--- config.mk ---
export PLATFORM = sky130hd
export DESIGN_NAME = ext_mem_ctrl
export DESIGN_NICKNAME = d
export VERILOG_FILES = /design/src/rtl/memc_pkg.sv /design/src/rtl/memc_decode.sv /design/src/rtl/memc_lanes.sv /design/src/rtl/memc_seq.sv /design/src/rtl/ext_mem_ctrl.sv
export SDC_FILE = /design/constraint.sdc
export NUM_CORES = 1
export LEC_CHECK = 0
export BUFFER_PORTS_ARGS = -buffer_cell sky130_fd_sc_hd__buf_4
export CAP_MARGIN = 10
export CELL_PAD_IN_SITES_DETAIL_PLACEMENT = 0
export CELL_PAD_IN_SITES_GLOBAL_PLACEMENT = 2
export CORE_ASPECT_RATIO = 1.5
export CORE_UTILIZATION = 28
export CTS_BUF_LIST = sky130_fd_sc_hd__clkbuf_4 sky130_fd_sc_hd__clkbuf_8
export CTS_CLUSTER_DIAMETER = 120
export DETAILED_ROUTE_END_ITERATION = 7
export PLACE_DENSITY = 0.85
export SETUP_SLACK_MARGIN = 0.15
export SLEW_MARGIN = 20
export SYNTH_ARGS = -nofsm -noshare
export SYNTH_HDL_FRONTEND = slang
export SYNTH_SLANG_ARGS = --single-unit
--- constraint.sdc ---
create_clock -name clk -period 5.7 [get_ports clk]
set_input_delay 1.14 -clock clk [delete_from_list [all_inputs] [get_ports clk]]
set_output_delay 1.14 -clock clk [all_outputs]
set_load 0.03 [all_outputs]
--- src/rtl/memc_pkg.sv ---
package memc_pkg;
  typedef enum logic [1:0] {
    RG_PROM = 2'd0,
    RG_IO   = 2'd1,
    RG_SRAM = 2'd2
  } region_e;

  typedef enum logic {
    S_IDLE = 1'b0,
    S_BUSY = 1'b1
  } seq_state_e;
endpackage

--- src/rtl/memc_decode.sv ---
module memc_decode
  import memc_pkg::*;
#(
  parameter int NBANK  = 4,
  parameter int BANK_W = 2,
  parameter int WS_W   = 4
) (
  input  logic [1:0]        rgn_bits,
  input  logic              rom_half,
  input  logic [BANK_W-1:0] bank_idx,
  input  logic [WS_W-1:0]   ws_prom,
  input  logic [WS_W-1:0]   ws_sram,
  input  logic [WS_W-1:0]   ws_io,
  input  logic              narrow_prom,
  input  logic              narrow_io,
  input  logic              prot_prom,
  input  logic              prot_sram,
  output region_e           region,
  output logic [1:0]        rom_sel,
  output logic [NBANK-1:0]  bank_sel,
  output logic [WS_W-1:0]   ws,
  output logic              narrow,
  output logic              prot
);
  always_comb begin
    unique case (rgn_bits)
      2'b00:   region = RG_PROM;
      2'b01:   region = RG_IO;
      default: region = RG_SRAM;
    endcase
  end

  // upper/lower half of the boot window
  always_comb begin
    rom_sel = 2'b00;
    if (region == RG_PROM) rom_sel = rom_half ? 2'b10 : 2'b01;
  end

  for (genvar g = 0; g < NBANK; g++) begin : g_bank
    assign bank_sel[g] = (region == RG_SRAM) && (bank_idx == BANK_W'(g));
  end

  always_comb begin
    unique case (region)
      RG_PROM: begin ws = ws_prom; narrow = narrow_prom; prot = prot_prom; end
      RG_IO:   begin ws = ws_io;   narrow = narrow_io;   prot = 1'b0;      end
      default: begin ws = ws_sram; narrow = 1'b0;        prot = prot_sram; end
    endcase
  end
endmodule

--- src/rtl/memc_lanes.sv ---
module memc_lanes #(
  parameter int DW = 32,
  localparam int NL = DW / 8,
  localparam int OW = $clog2(NL)
) (
  input  logic [DW-1:0] wdata,
  input  logic [NL-1:0] be,
  input  logic          wr_narrow,
  input  logic [OW-1:0] wr_off,
  input  logic [DW-1:0] bus_in,
  input  logic          rd_narrow,
  input  logic [OW-1:0] rd_off,
  output logic [DW-1:0] bus_wdata,
  output logic [NL-1:0] bwe_act,
  output logic [DW-1:0] rd_fmt
);
  logic [OW-1:0] wk, rk;

  // write side: strobe index 0 belongs to the most significant lane
  always_comb begin
    wk        = OW'(NL - 1) - wr_off;
    bus_wdata = '0;
    bwe_act   = '0;
    if (wr_narrow) begin
      bus_wdata[DW-1 -: 8] = wdata[int'(wk)*8 +: 8];
      bwe_act[0]           = 1'b1;
    end else begin
      bus_wdata = wdata;
      for (int i = 0; i < NL; i++) bwe_act[i] = be[NL-1-i];
    end
  end

  // read side: narrow areas deliver the top lane into the addressed byte
  always_comb begin
    rk     = OW'(NL - 1) - rd_off;
    rd_fmt = '0;
    if (rd_narrow) rd_fmt[int'(rk)*8 +: 8] = bus_in[DW-1 -: 8];
    else           rd_fmt = bus_in;
  end
endmodule

--- src/rtl/memc_seq.sv ---
module memc_seq
  import memc_pkg::*;
#(
  parameter int WS_W = 4
) (
  input  logic            clk,
  input  logic            rst,
  input  logic            req,
  input  logic            is_io,
  input  logic [WS_W-1:0] ws,
  input  logic            brdy_n,
  output logic            start,
  output logic            finish
);
  seq_state_e      st;
  logic [WS_W-1:0] cnt;
  logic            io_q;

  assign start  = (st == S_IDLE) && req;
  assign finish = (st == S_BUSY) && (cnt == '0) && (!io_q || !brdy_n);

  always_ff @(posedge clk) begin
    if (rst) begin
      st   <= S_IDLE;
      cnt  <= '0;
      io_q <= 1'b0;
    end else if (start) begin
      st   <= S_BUSY;
      cnt  <= ws;
      io_q <= is_io;
    end else if (finish) begin
      st <= S_IDLE;
    end else if (st == S_BUSY && cnt != '0) begin
      cnt <= cnt - 1'b1;
    end
  end
endmodule

--- src/rtl/ext_mem_ctrl.sv ---
module ext_mem_ctrl
  import memc_pkg::*;
#(
  parameter int AW           = 31,
  parameter int BUS_AW       = 28,
  parameter int DW           = 32,
  parameter int NBANK        = 4,
  parameter int BANK_LSB     = 20,
  parameter int WS_W         = 4,
  parameter int CB_W         = 8,
  parameter int ROM_HALF_BIT = 28,
  parameter int RGN_LSB      = 29,
  localparam int NL          = DW / 8,
  localparam int OW          = $clog2(NL),
  localparam int BANK_W      = (NBANK > 1) ? $clog2(NBANK) : 1
) (
  input  logic              clk,
  input  logic              rst,
  input  logic              req,
  input  logic              req_we,
  input  logic [AW-1:0]     req_addr,
  input  logic [DW-1:0]     req_wdata,
  input  logic [NL-1:0]     req_be,
  output logic              ack,
  output logic [DW-1:0]     rdata,
  input  logic [WS_W-1:0]   ws_prom,
  input  logic [WS_W-1:0]   ws_sram,
  input  logic [WS_W-1:0]   ws_io,
  input  logic              narrow_prom,
  input  logic              narrow_io,
  input  logic              prot_prom,
  input  logic              prot_sram,
  input  logic              cb_top,
  input  logic [CB_W-2:0]   cb_code,
  output logic [BUS_AW-1:0] mem_addr,
  output logic [1:0]        rom_cs_n,
  output logic [NBANK-1:0]  ram_cs_n,
  output logic [NBANK-1:0]  ram_oe_n,
  output logic              io_cs_n,
  output logic              oe_n,
  output logic              rd_strobe,
  output logic              wr_n,
  output logic [NL-1:0]     bwe_n,
  output logic [DW-1:0]     mem_dout,
  output logic              mem_doe,
  input  logic [DW-1:0]     mem_din,
  output logic [CB_W-1:0]   cb_out,
  output logic              cb_oe,
  input  logic              brdy_n
);
  region_e           region;
  logic [1:0]        rom_sel;
  logic [NBANK-1:0]  bank_sel;
  logic [WS_W-1:0]   ws;
  logic              narrow, prot;
  logic              start, finish;
  logic [DW-1:0]     bus_wdata, rd_fmt;
  logic [NL-1:0]     bwe_act;
  logic              we_q, narrow_q;
  logic [OW-1:0]     off_q;

  memc_decode #(.NBANK(NBANK), .BANK_W(BANK_W), .WS_W(WS_W)) u_decode (
    .rgn_bits    (req_addr[RGN_LSB +: 2]),
    .rom_half    (req_addr[ROM_HALF_BIT]),
    .bank_idx    (req_addr[BANK_LSB +: BANK_W]),
    .ws_prom     (ws_prom),
    .ws_sram     (ws_sram),
    .ws_io       (ws_io),
    .narrow_prom (narrow_prom),
    .narrow_io   (narrow_io),
    .prot_prom   (prot_prom),
    .prot_sram   (prot_sram),
    .region      (region),
    .rom_sel     (rom_sel),
    .bank_sel    (bank_sel),
    .ws          (ws),
    .narrow      (narrow),
    .prot        (prot)
  );

  memc_seq #(.WS_W(WS_W)) u_seq (
    .clk    (clk),
    .rst    (rst),
    .req    (req),
    .is_io  (region == RG_IO),
    .ws     (ws),
    .brdy_n (brdy_n),
    .start  (start),
    .finish (finish)
  );

  memc_lanes #(.DW(DW)) u_lanes (
    .wdata     (req_wdata),
    .be        (req_be),
    .wr_narrow (narrow),
    .wr_off    (req_addr[OW-1:0]),
    .bus_in    (mem_din),
    .rd_narrow (narrow_q),
    .rd_off    (off_q),
    .bus_wdata (bus_wdata),
    .bwe_act   (bwe_act),
    .rd_fmt    (rd_fmt)
  );

  always_ff @(posedge clk) begin
    if (rst) begin
      mem_addr  <= '0;
      rom_cs_n  <= '1;
      ram_cs_n  <= '1;
      ram_oe_n  <= '1;
      io_cs_n   <= 1'b1;
      oe_n      <= 1'b1;
      rd_strobe <= 1'b0;
      wr_n      <= 1'b1;
      bwe_n     <= '1;
      mem_dout  <= '0;
      mem_doe   <= 1'b0;
      cb_out    <= '0;
      cb_oe     <= 1'b0;
      ack       <= 1'b0;
      rdata     <= '0;
      we_q      <= 1'b0;
      narrow_q  <= 1'b0;
      off_q     <= '0;
    end else begin
      ack <= finish;
      if (start) begin
        mem_addr  <= req_addr[BUS_AW-1:0];
        rom_cs_n  <= ~rom_sel;
        ram_cs_n  <= ~bank_sel;
        ram_oe_n  <= req_we ? '1 : ~bank_sel;
        io_cs_n   <= (region != RG_IO);
        oe_n      <= req_we;
        rd_strobe <= !req_we;
        wr_n      <= !req_we;
        bwe_n     <= req_we ? ~bwe_act : '1;
        mem_doe   <= req_we;
        cb_oe     <= req_we && prot;
        if (req_we) mem_dout <= bus_wdata;
        if (req_we && prot) cb_out <= {cb_top, cb_code};
        we_q      <= req_we;
        narrow_q  <= narrow;
        off_q     <= req_addr[OW-1:0];
      end else if (finish) begin
        rom_cs_n  <= '1;
        ram_cs_n  <= '1;
        ram_oe_n  <= '1;
        io_cs_n   <= 1'b1;
        oe_n      <= 1'b1;
        rd_strobe <= 1'b0;
        wr_n      <= 1'b1;
        bwe_n     <= '1;
        mem_doe   <= 1'b0;
        cb_oe     <= 1'b0;
        if (!we_q) rdata <= rd_fmt;
      end
    end
  end
endmodule

* Word-level counts from Yosys, hierarchy flattened
Index checks and enable logic that the tools add are counted.
** Cells by class
- Add/subtract/negate cells :: 4
- Reduce and logical (&&, ||, !) cells :: 24
- Equality and inequality tests :: 8
- Bitwise operators :: 7
- Muxes and demuxes :: 31
- Shifts and indexed selects :: 3
** Operators by type and width (number)
- 4-bit two-way mux :: 9
- 5-bit negator with 33-bit output :: 1
- 8-bit by 33-bit variable shift with 32-bit output, first input constant :: 1
- 8-bit by 33-bit indexed part select with 32-bit output :: 1
- 32-bit bitwise AND :: 1
- 32-bit two-way mux :: 1
- 32-bit by 6-bit indexed part select with 8-bit output :: 1
- 24-bit two-way mux :: 1
- 1-bit two-way mux :: 10
- 1-bit logical AND :: 9
- 2-bit two-way mux :: 4
- 8-bit two-way mux :: 1
- 4-bit NOT :: 2
- 4-bit one-hot mux with 2 select lines :: 1
- 2-bit by 1-bit equality test with 1-bit output, second input constant :: 3
- 2-bit equality test, second input constant :: 3
- 2-bit logical NOT :: 3
- 2-bit AND reduction :: 3
- 4-bit logical NOT :: 1
- 1-bit one-hot mux with 2 select lines :: 2
- 2-bit one-hot mux with 2 select lines :: 1
- 2-bit nonzero test :: 2
- 4-bit nonzero test :: 1
- 2-bit subtractor, first input constant :: 2
- 9 further kinds :: 13
** Word-level totals
- Word-level logic and storage cells :: 98
- Flip-flop bits (word level) :: 131
- Output and inout port bits :: 121

* Logic depth before layout (Yosys ltp)
Gate-level depths: netlist of run 1.
- Depth in word-level cells :: 8
- Mapped depth :: 8
- Gate-level depth less buffers :: 6

* Modules after synthesis
Synthesis of run 1 repeated with hierarchy kept, for this count alone.
** Second synthesis, totals
- Cell total of the unflattened synthesis :: 707
- Area total of the unflattened synthesis :: 6570.1 sq um
** Modules (own cells, without submodules)
- ext_mem_ctrl :: instances 1, cells each 508, area each 5076.1 sq um
- memc_lanes :: instances 1, cells each 129, area each 917.1 sq um
- memc_seq :: instances 1, cells each 42, area each 376.6 sq um
- memc_decode :: instances 1, cells each 28, area each 200.2 sq um

* Worst setup path after synthesis of run 1
No wires, ideal clock.
- Kind :: in2reg
- Start point :: in req
- End point :: reg mem_dout[24]
- Path buffers :: 2
- Library setup time :: 0.060 ns
- Stages on the path :: 6
- Setup slack :: 3.308 ns
- Arrival :: 2.332 ns
- Required time :: 5.640 ns
- Path through :: buf_2 > nand3b_1 > or4_1 > buf_4 > nor3_2 > a221o_1
** On the way
- Word-level cells in the longest chain between the ends :: 2
** Ends and longest elaborated chain
- from (decl) :: line ext_mem_ctrl.sv:19 : input logic req,
- 1-bit logical AND :: line memc_seq.sv:19 : assign start = (st == S_IDLE) && req;
- 2-bit AND reduction (no source line)
- to (signal assigned) :: line ext_mem_ctrl.sv:139 : if (req_we) mem_dout <= bus_wdata;
- to (decl) :: line ext_mem_ctrl.sv:44 : output logic [DW-1:0] mem_dout,
No other way between the ends.
A chain may end at the register's enable or synchronous reset.

* Worst setup path in the final report of run 1
- Start point :: reg u_seq.cnt[0]
- End point :: reg rdata[30]
** On the way
- Word-level cells in the longest chain between the ends :: 4
** Ends and longest elaborated chain
- from (decl) :: line memc_seq.sv:16 : logic [WS_W-1:0] cnt;
- from (signal assigned) :: line memc_seq.sv:29 : cnt <= ws;
- from (signal assigned) :: line memc_seq.sv:34 : cnt <= cnt - 1'b1;
- 4-bit logical NOT :: line memc_seq.sv:20 : assign finish = (st == S_BUSY) && (cnt == '0) && (!io_q || !brdy_n);
- 1-bit logical AND (2 in series) :: line memc_seq.sv:20
- 3-bit AND reduction (no source line)
- to (signal assigned) :: line ext_mem_ctrl.sv:155 : if (!we_q) rdata <= rd_fmt;
- to (decl) :: line ext_mem_ctrl.sv:25 : output logic [DW-1:0] rdata,
No other way between the ends.

==> run summary, run 1 <==
==============================================================================
Total core area .................................................  0.0179 mm^2
Number of instances in the synthesized netlist ..................          584
Path class of the lowest-slack min-delay path ................... flop to flop
Max FO, Critical Path ...........................................           25
Worst Setup End Kind ............................................         flop
Clk pin slew, worst setup/hold paths ............................        80 ps
Total Die Area ..................................................  0.0189 mm^2
Status .......................................................... finished clean
Total standard cell area after synthesis ........................ 0.00513 mm^2
Total global-route track usage ..................................        0.188
Total global routing overflow ...................................            0
Overall die width ...............................................       113 um
Hold Violations, Final ..........................................            0
IO Count ........................................................          249
Worst voltage drop across the vdd grid ..........................   0.000119 V
Post-layout minimum cycle time ..................................      2650 ps
DRT antenna net count ...........................................            0
Worst setup path class .......................................... flop to flop
Total clock buffers created by CTS ..............................           17
Fmax achieved ...................................................      378 MHz
Max transition margin ...........................................        0.383
Worst clock skew on the final layout ............................      15.7 ps
Commonest cells after routing, fill and taps aside .............. 253 x sky130_fd_sc_hd__buf_4, 129 x sky130_fd_sc_hd__dfxtp_1, 92 x sky130_fd_sc_hd__nand2_1, 59 x sky130_fd_sc_hd__a21oi_1, 54 x sky130_fd_sc_hd__nor2_1
Pin count of the biggest net entering global routing ............           57
Final Setup Violations ..........................................            0
DRT Wirelength ..................................................      17.9 mm
Max capacitance violation total .................................            0
Most common library cell in the layout ignoring fill and taps ... sky130_fd_sc_hd__buf_4
Number of enable flip-flop cells after synthesis ................            0
HPWL after detailed placement ...................................      13.5 mm
Starting density of the core ....................................        0.286
Count of H-tree levels built during CTS .........................            4
Total count of max-transition violations in the final report ....            0
Slew at the pin closest to its max-slew limit ...................       926 ps
Port buffer count ...............................................          248
# diodes ........................................................            0
Vias per std cell ...............................................         5.05
Register-to-Register Setup Slack ................................      3050 ps
Power density over the cells ....................................  295 mW/mm^2
Starting DRT DRC Count ..........................................          303
Largest area contributor in the netlist ......................... sky130_fd_sc_hd__dfxtp_1
Net count after synthesis .......................................          719
Unrepaired setup endpoints after global routing .................        false
Async set-or-reset flop fraction in the synthesized netlist .....            0
Setup WS post-layout ............................................      3050 ps
Final cycle utilization of the critical path ....................        0.464
Number of cells upsized or downsized after cts ..................            0
Via count of the first global-routing pass ......................         5165
Number of cell rows .............................................           60
Detail-routed net length per standard cell ......................      17.1 um
Number of buffers on the longest clock path .....................            2
Static Leakage ..................................................   0.00319 uW
Number of vias after detailed routing ...........................         5264
Library cells used by synthesis .................................           46
Register bit total from synthesis ...............................          129
Net count, final ................................................          947
Layout Area Growth over Synthesis ...............................        45.9%
TritonCTS clock tree ............................................        built
Root buffer cell ................................................ sky130_fd_sc_hd__clkbuf_8
Synth warnings ..................................................            0
Proportion of netlist area held by the largest area contributor .        0.503
DRC violation count after routing ...............................            0
Sum of internal, switching and leakage power ....................      2210 uW
Clock Sinks .....................................................          129
Proportion of layout cells with a drive suffix above 1 ..........        0.362
Chip height .....................................................       168 um
Crit path launch type ...........................................         flop
Crit path required time .........................................      6010 ps
Post-place setup slack ..........................................      2510 ps
Commonest register cell after synthesis ......................... sky130_fd_sc_hd__dfxtp_1
Data arrival time of the worst path .............................      2960 ps
Total Neg Setup Slack ...........................................         0 ps
Post-CTS Hold Fix Bufs ..........................................            0
Sequential share of the synthesized area ........................        0.503
Insertion delay of the later-clocked pin in the worst-skew pair .       420 ps
Area contributors post-synth .................................... sky130_fd_sc_hd__dfxtp_1 50%, sky130_fd_sc_hd__nand2_1 6.7%, sky130_fd_sc_hd__a21oi_1 5.8%, sky130_fd_sc_hd__a221oi_1 4.4%, sky130_fd_sc_hd__nor2_1 3.9%
Post-CTS repair timing setup buffer count .......................            0
First-pass iteration count of the detailed router ...............            4
Mean instance size in the synthesized netlist ...................    8.79 um^2
Routability congestion estimate from global placement ...........        0.845
Global-route wire length before repair ..........................      27.8 mm
Initial antenna violation count .................................            0
==============================================================================
[critical path, stage by stage (launching register included)]
cell and delay [ps]:
sky130_fd_sc_hd__dfxtp_1 340, sky130_fd_sc_hd__inv_1 100, sky130_fd_sc_hd__ha_1 200, sky130_fd_sc_hd__nor3b_2 410, sky130_fd_sc_hd__and3_1 850, sky130_fd_sc_hd__nor2_1 310, sky130_fd_sc_hd__a22o_1 320
[flip-flops by register name, indices dropped and copies added, names as in the netlist, 2 cells and up]
register and flops:
ram_oe_n 4, bwe_n 4, u_seq.cnt 4, ram_cs_n 4
mem_addr 28, rdata 32, rom_cs_n 2, mem_dout 32
cb_out 8
[metal layers]
layer,routed length [um],GRT usage
met5,0,0
met4,348,0.0672
met3,938,0.0389
met2,9540,0.346
met1,7030,0.212
[report_power, final]
part           internal, uW  total (uW)  leakage (uW)  switching (uW)
registers               958         996       0.00105            37.6
logic                   193         475       0.00196             283
clock network           327         738      0.000177             411
total                  1480        2210       0.00319             731
[final cells by class]
class	instances	area, um^2
clock buffers	18	248
clock inverters	14	123
fillers	1847	10500
inverters	9	33.8
multi-input cells	402	2330
flip-flops and latches	129	2580
well taps	217	272
repair buffers	253	1900
[per-stage QoR]
stage          cells   util  hold slack (ps)  area [um^2]
2_1_floorplan    584      -              436         5130
3_3_place_gp    1010  0.396              443         7110
3_5_place_dp    1010  0.396              446         7110
4_1_cts         1042  0.417              455         7480
5_1_grt         1042  0.418              478         7490
6_report        1042  0.418              453         7490
[kinds of logic after synthesis]
| logic type | share of synthesized area |
|---|---|
| AO/OA/AOI/OAI | 0.187 |
| XOR/XNOR | 0.00171 |
| adder cells (fa/ha/maj) | 0.0171 |
| buffers and inverters | 0.0446 |
| flip-flops | 0.503 |
| multiplexers | 0.0292 |
| AND/OR/NAND/NOR | 0.217 |
[synthesized netlist by cell type (all sizes together) (4+ instances only)]
cell and number:
nor2 54, nand2 92, dfxtp 129, clkbuf 26
a2bb2oi 6, o21ai 6, a221oi 26, nor3 41
buf 18, nand3 28, mux2i 15, o22a 4
ha 7, a221o 7, a22o 10, o32a 5
inv 8, a21oi 60, o22ai 9
[worst paths after layout]
kind / start / endpoint / cells past startpoint
worst max-delay path: u_seq.cnt[0] / rdata[30] / 6
worst max register to register: u_seq.cnt[0] / rdata[30] / 6
worst min-delay path: mem_dout[13] / mem_dout[13] / 2
worst min register to register: mem_dout[13] / mem_dout[13] / 2
No activity file was read; power rests on OpenSTA's default activity.
==> run 2, diff against run 1 <==
Settings changed: ABC_AREA from default to 1, CORE_UTILIZATION 28 to 25, PLACE_DENSITY 0.85 to 0.8.
Clock period 5.7 ns to 2.7 ns, I/O delays scaled along.
==> run 2 against run 1 <==
  * Clock-buffer cell count rose by 8
  * Combinational power rose by 130%
  * Hold slack got worse by 120 ps
  * Utilization fell by 4.3 points
  * Cell count rose by 22%
  * Critical endpoint is now cb_out[0]
  * Largest power group unchanged
==> run summary, run 2 <==
==============================================================================
Sum of internal, switching and leakage power ....................      4990 uW
First-pass iteration count of the detailed router ...............            4
Count of H-tree levels built during CTS .........................            4
TritonCTS clock tree ............................................        built
Detail-routed net length per standard cell ......................      15.5 um
Path class of the lowest-slack min-delay path ................... primary input to flop
Number of buffer and inverter stages on the critical path .......            1
Number of enable flip-flop cells after synthesis ................            0
Fill cell count .................................................         2327
Sequence of cells on the critical path .......................... nor2_8 > nand2_4 > clkinv_2 > nand2_2 > nand2_1 > a21oi_1
Via count of the first global-routing pass ......................         5534
Starting DRT DRC Count ..........................................          210
Number of buffers on the longest clock path .....................            2
Worst voltage drop across the vdd grid ..........................   0.000279 V
Final Setup Violations ..........................................            0
Max transition margin ...........................................        0.595
Final cycle utilization of the critical path ....................        0.717
Total count of max-transition violations in the final report ....            0
DRC violation count after routing ...............................            0
Sequential share of the synthesized area ........................        0.474
Area of combinational cells with multiple inputs ................ 0.00251 mm^2
Clk pin slew, worst setup/hold paths ............................        80 ps
Clock Sinks .....................................................          129
Initial antenna violation count .................................            0
Total Die Area ..................................................  0.0224 mm^2
Most frequent cell after synthesis .............................. sky130_fd_sc_hd__nand2_1
Worst Setup End Kind ............................................         flop
Static Leakage ..................................................   0.00374 uW
Total global-route track usage ..................................        0.177
Max capacitance violation total .................................            0
Unrepaired setup endpoints after global routing .................        false
Slew at the pin closest to its max-slew limit ...................       608 ps
IO Count ........................................................          249
Proportion of netlist area held by the largest area contributor .        0.474
Vias per std cell ...............................................         4.50
Register Area ................................................... 0.00258 mm^2
Count of non-filler cells in the finished layout ................         1271
Commonest register cell after synthesis ......................... sky130_fd_sc_hd__dfxtp_1
Share of the core filled with cells .............................        0.375
Crit path required time .........................................      3070 ps
Post-CTS Hold Fix Bufs ..........................................            0
Pin count of the biggest net entering global routing ............           53
Total core area .................................................  0.0212 mm^2
Worst setup path class .......................................... flop to flop
DRT Wirelength ..................................................      19.7 mm
Global-route wire length before repair ..........................      30.1 mm
Commonest cells after routing, fill and taps aside .............. 257 x sky130_fd_sc_hd__buf_4, 162 x sky130_fd_sc_hd__nand2_1, 142 x sky130_fd_sc_hd__nor2_1, 129 x sky130_fd_sc_hd__dfxtp_1, 93 x sky130_fd_sc_hd__o21ai_0
Post-place setup slack ..........................................       564 ps
Worst clock skew on the final layout ............................      11.8 ps
Chip height .....................................................       183 um
Largest area contributor in the netlist ......................... sky130_fd_sc_hd__dfxtp_1
Data arrival time of the worst path .............................      2310 ps
Insertion delay of the later-clocked pin in the worst-skew pair .       450 ps
Total Neg Setup Slack ...........................................         0 ps
Library cells used by synthesis .................................           29
Mean instance size in the synthesized netlist ...................    7.21 um^2
Number of placed instances with taps included ...................         1241
Registers with the most flip-flops .............................. mem_dout: 32 flops, rdata: 32 flops, mem_addr: 28 flops
Layout Area Growth over Synthesis ...............................        45.9%
Async set-or-reset flop fraction in the synthesized netlist .....            0
Total global routing overflow ...................................            0
Hold Violations, Final ..........................................            0
Synth warnings ..................................................            0
Proportion of layout cells with a drive suffix above 1 ..........        0.299
Number of vias after detailed routing ...........................         5721
Most common library cell in the layout ignoring fill and taps ... sky130_fd_sc_hd__buf_4
Total clock buffers created by CTS ..............................           17
Crit path launch type ...........................................         flop
Total standard cell area after synthesis ........................ 0.00545 mm^2
Delay-heaviest family, CP ....................................... simple AND/OR/NAND/NOR gates
Overall die width ...............................................       123 um
Number of instances in the synthesized netlist ..................          756
Net count, final ................................................         1127
Fmax achieved ...................................................      516 MHz
Post-CTS repair timing setup buffer count .......................            0
DRT antenna net count ...........................................            0
Register bit total from synthesis ...............................          129
Number of cell rows .............................................           65
Status .......................................................... finished clean
Routability congestion estimate from global placement ...........        0.752
HPWL after detailed placement ...................................      14.4 mm
Port buffer count ...............................................          248
Slowest stage cell, crit path ................................... sky130_fd_sc_hd__dfxtp_1
Slowest Stage Delay on Critical Path ............................       550 ps
Setup WS post-layout ............................................       764 ps
Max FO, Critical Path ...........................................           28
Most common library cells after synthesis ....................... 162 x sky130_fd_sc_hd__nand2_1, 142 x sky130_fd_sc_hd__nor2_1, 129 x sky130_fd_sc_hd__dfxtp_1, 93 x sky130_fd_sc_hd__o21ai_0, 46 x sky130_fd_sc_hd__nand3_1
Starting density of the core ....................................        0.257
Power density over the cells ....................................  627 mW/mm^2
# diodes ........................................................            0
Root buffer cell ................................................ sky130_fd_sc_hd__clkbuf_8
Area contributors post-synth .................................... sky130_fd_sc_hd__dfxtp_1 47%, sky130_fd_sc_hd__nand2_1 11%, sky130_fd_sc_hd__nor2_1 9.8%, sky130_fd_sc_hd__o21ai_0 8.5%, sky130_fd_sc_hd__nand3_1 4.2%
Net count after synthesis .......................................          891
Number of cells upsized or downsized after cts ..................            0
Post-layout minimum cycle time ..................................      1940 ps
==============================================================================
==> run 2: tightest hold or removal path, delay by kind of cell <==
kind            cells  cell delay (ps)
compound gates      1               60
buf+inv             1               90
simple gates        1               70
==> run 2: worst paths after layout <==
path | from | end | slack (ps) | cells after the start
max | u_seq.st | cb_out[0] | 760 | 6
min | req_wdata[3] | mem_dout[3] | 340 | 3
max reg2reg | u_seq.st | cb_out[0] | 760 | 6
min reg2reg | rdata[24] | rdata[24] | 470 | 2
==> run 2: where the power goes <==
group	internal [uW]	leakage, uW	switching (uW)
Clock	1020	0.000220	768
Sequential	2030	0.00105	75.1
Combinational	424	0.00247	675
Total	3470	0.00374	1520
==> run 2: routing by layer <==
metal  wire (um)  GRT usage  up-vias  share of wire
met3        1040     0.0470       26          0.053
met1        7840      0.192     2616           0.40
met4         414     0.0717        0          0.021
met5           0          0        -              0
li1            -          -     2923              -
met2       10400      0.320      156           0.53
==> run 2: cell type report <==
type | count | share of cell area
tap | 268 | 0.0422
clock buffer | 26 | 0.0442
sequential | 129 | 0.325
timing repair buffer | 258 | 0.245
inverter | 42 | 0.0200
multi-input combinational | 544 | 0.315
clock inverter | 4 | 0.00881
==> run 2: stage by stage <==
stage / hold WS [ps] / area, um^2
finish: 336 / 7950
global route: 306 / 7950
CTS: 301 / 7950
detailed placement: 456 / 7530
global placement: 449 / 7530
floorplan: 446 / 5450
==> run 2: cells by family (layout without fill, tap and decap cells) <==
family          Yosys count  in the layout  synth area share
simple gates            373            373             0.283
xor+xnor                  1              1           0.00161
compound gates          163            163             0.159
buf+inv                  83            330            0.0663
flops                   129            129             0.474
fa+ha+maj                 7              7            0.0161
==> run 3, diff against run 2 <==
Settings changed: ABC_AREA 1 to 0, CORE_UTILIZATION 25 to 24, PLACE_DENSITY 0.8 to 0.77.
Clock period 2.7 ns to 1.6 ns, I/O delays scaled along.
==> run 3 against run 2 <==
  * Cell count is 9.4% lower
  * Hold slack worse by 280 ps
  * Critical path depth is 2 higher
  * Global-route usage is 0.10 points higher
  * Worst setup slack worse by 730 ps
  * Cell area is 8.2% higher
  * Largest power group unchanged
==> run summary, run 3 (same netlist as run 1, synthesis figures left out) <==
==============================================================================
Endpoint of the worst register-to-register path .................    rdata[23]
Post-place setup slack ..........................................      -132 ps
Total global-route track usage ..................................        0.178
Global-route wire length before repair ..........................      29.7 mm
Launching point of the worst reg2reg path ....................... u_seq.cnt[0]
Post-layout minimum cycle time ..................................      1570 ps
Net count, final ................................................         1006
Detail-routed net length per standard cell ......................      17.1 um
Total global routing overflow ...................................            0
DRC violation count after routing ...............................            0
Static Leakage ..................................................   0.00366 uW
Clk pwr share ...................................................        0.349
R2R depth .......................................................            8
Share of power burned in registers ..............................        0.407
Hold Violations, Final ..........................................            0
Count of H-tree levels built during CTS .........................            4
Max transition margin ...........................................        0.641
Timing startpoint of the critical path .......................... u_seq.cnt[0]
Routability congestion estimate from global placement ...........        0.787
DRT Wirelength ..................................................      19.7 mm
Total Die Area ..................................................  0.0220 mm^2
Unrepaired setup endpoints after global routing .................         true
Sum of internal, switching and leakage power ....................      8720 uW
DRT antenna net count ...........................................            0
Total count of max-transition violations in the final report ....            0
Number of buffers on the longest clock path .....................            2
Path class of the lowest-slack min-delay path ................... primary input to flop
Crit path launch type ...........................................         flop
Starting DRT DRC Count ..........................................          219
Worst clock skew on the final layout ............................      14.6 ps
Worst setup path class .......................................... flop to flop
Chip height .....................................................       181 um
Vias per std cell ...............................................         4.67
Max capacitance violation total .................................            0
Final Setup Violations ..........................................            0
Number of cell rows .............................................           65
Root buffer cell ................................................ sky130_fd_sc_hd__clkbuf_8
Total core area .................................................  0.0210 mm^2
Worst Setup End Kind ............................................         flop
Power density over the cells .................................... 1010 mW/mm^2
Combinational Power Share .......................................        0.244
Crit path required time .........................................      1950 ps
# diodes ........................................................            0
Insertion delay of the later-clocked pin in the worst-skew pair .       440 ps
Total clock buffers created by CTS ..............................           17
Starting density of the core ....................................        0.245
Setup WS post-layout ............................................      31.8 ps
First-pass iteration count of the detailed router ...............            4
Via count of the first global-routing pass ......................         5356
Port buffer count ...............................................          248
TritonCTS clock tree ............................................        built
Clk pin slew, worst setup/hold paths ............................        80 ps
Total internal power ............................................      6060 uW
Initial antenna violation count .................................            0
HPWL after detailed placement ...................................      14.8 mm
Number of vias after detailed routing ...........................         5378
Worst voltage drop across the vdd grid ..........................   0.000467 V
Registers with the most flip-flops .............................. mem_dout: 32 flops, rdata: 32 flops, mem_addr: 28 flops
Max FO, Critical Path ...........................................           10
Count of non-filler cells in the finished layout ................         1152
Final cycle utilization of the critical path ....................        0.980
Net switching power figure ......................................      2660 uW
End point of the critical path ..................................    rdata[23]
Proportion of layout cells with a drive suffix above 1 ..........        0.463
Number of placed instances with taps included ...................         1110
Slew at the pin closest to its max-slew limit ...................       537 ps
Switch share ....................................................        0.305
Overall die width ...............................................       121 um
Commonest cells after routing, fill and taps aside .............. 286 x sky130_fd_sc_hd__buf_4, 124 x sky130_fd_sc_hd__dfxtp_1, 91 x sky130_fd_sc_hd__nand2_1, 59 x sky130_fd_sc_hd__a21oi_1, 52 x sky130_fd_sc_hd__nor2_1
Register-to-Register Setup Slack ................................        30 ps
Worst hold slack after final layout .............................      55.2 ps
Data arrival time of the worst path .............................      1920 ps
Most common library cell in the layout ignoring fill and taps ... sky130_fd_sc_hd__buf_4
Status .......................................................... finished clean
Fmax achieved ...................................................      638 MHz
IO Count ........................................................          249
Layout Area Growth over Synthesis ...............................        67.6%
Pin count of the biggest net entering global routing ............           53
Clock Sinks .....................................................          129
==============================================================================
## run 3: what timing repair did
item,in CTS,in global routing
hold endpoints to repair,0,3
hold buffers,0,3
resized for setup,49,30
setup buffers,4,2
pin swaps,13,18
endpoints found under the setup margin,64,72
cloned,0,1
## run 3: layer usage
layer	wire [um]	global-route usage	vias to the layer above
li1	-	-	2665
met1	7480	0.195	2485
met2	10400	0.317	202
met3	1400	0.0483	26
met4	421	0.0770	0
met5	0	0	-
## run 3: how the worst min path moves through the flow
stage                  from      endpoint  slack (ps)  cells after the start
6_report       req_addr[28]   rom_cs_n[1]          60                      2
5_1_grt        req_addr[28]   rom_cs_n[1]          10                      2
4_1_cts           req_be[1]      bwe_n[2]           5                      2
3_5_place_dp   mem_dout[16]  mem_dout[16]         450                      2
3_3_place_gp    mem_dout[1]   mem_dout[1]         440                      2
2_1_floorplan     req_be[2]      bwe_n[1]         410                      1
## run 3: power groups by stage
stage / combinational [uW] / clock [uW] / sequential (uW)
floorplan: 655 / 0 / 3950
global placement: 1940 / 0 / 3610
detailed placement: 1950 / 0 / 3610
CTS: 2050 / 3160 / 3540
global route: 2290 / 3290 / 3570
finish: 2130 / 3040 / 3540
## run 3: area by class of cell
| cell class | instances | area (um^2) |
|---|---|---|
| Tap cell | 268 | 335 |
| Timing Repair Buffer | 312 | 2530 |
| Multi-Input combinational cell | 402 | 2680 |
| Fill cell | 2192 | 12400 |
| Sequential cell | 129 | 2590 |
| Clock inverter | 12 | 155 |
| Inverter | 9 | 38.8 |
| Clock buffer | 20 | 275 |
## run 3: through the flow
step / cell area [um^2] / setup TNS (ps) / util
3_5_place_dp: 7680 / -2380 / 0.366
4_1_cts: 8380 / 0 / 0.399
3_3_place_gp: 7680 / -1780 / 0.366
6_report: 8600 / 0 / 0.410
5_1_grt: 8600 / -1270 / 0.410
2_1_floorplan: 5230 / -1280 / -
## run 3: critical path: stages (launching register included)
cell	delay (ps)
sky130_fd_sc_hd__dfxtp_2	330
sky130_fd_sc_hd__inv_2	70
sky130_fd_sc_hd__ha_4	130
sky130_fd_sc_hd__nor3b_4	210
sky130_fd_sc_hd__buf_6	160
sky130_fd_sc_hd__and3_4	240
sky130_fd_sc_hd__buf_8	140
sky130_fd_sc_hd__nor2_1	50
sky130_fd_sc_hd__nor3_1	140
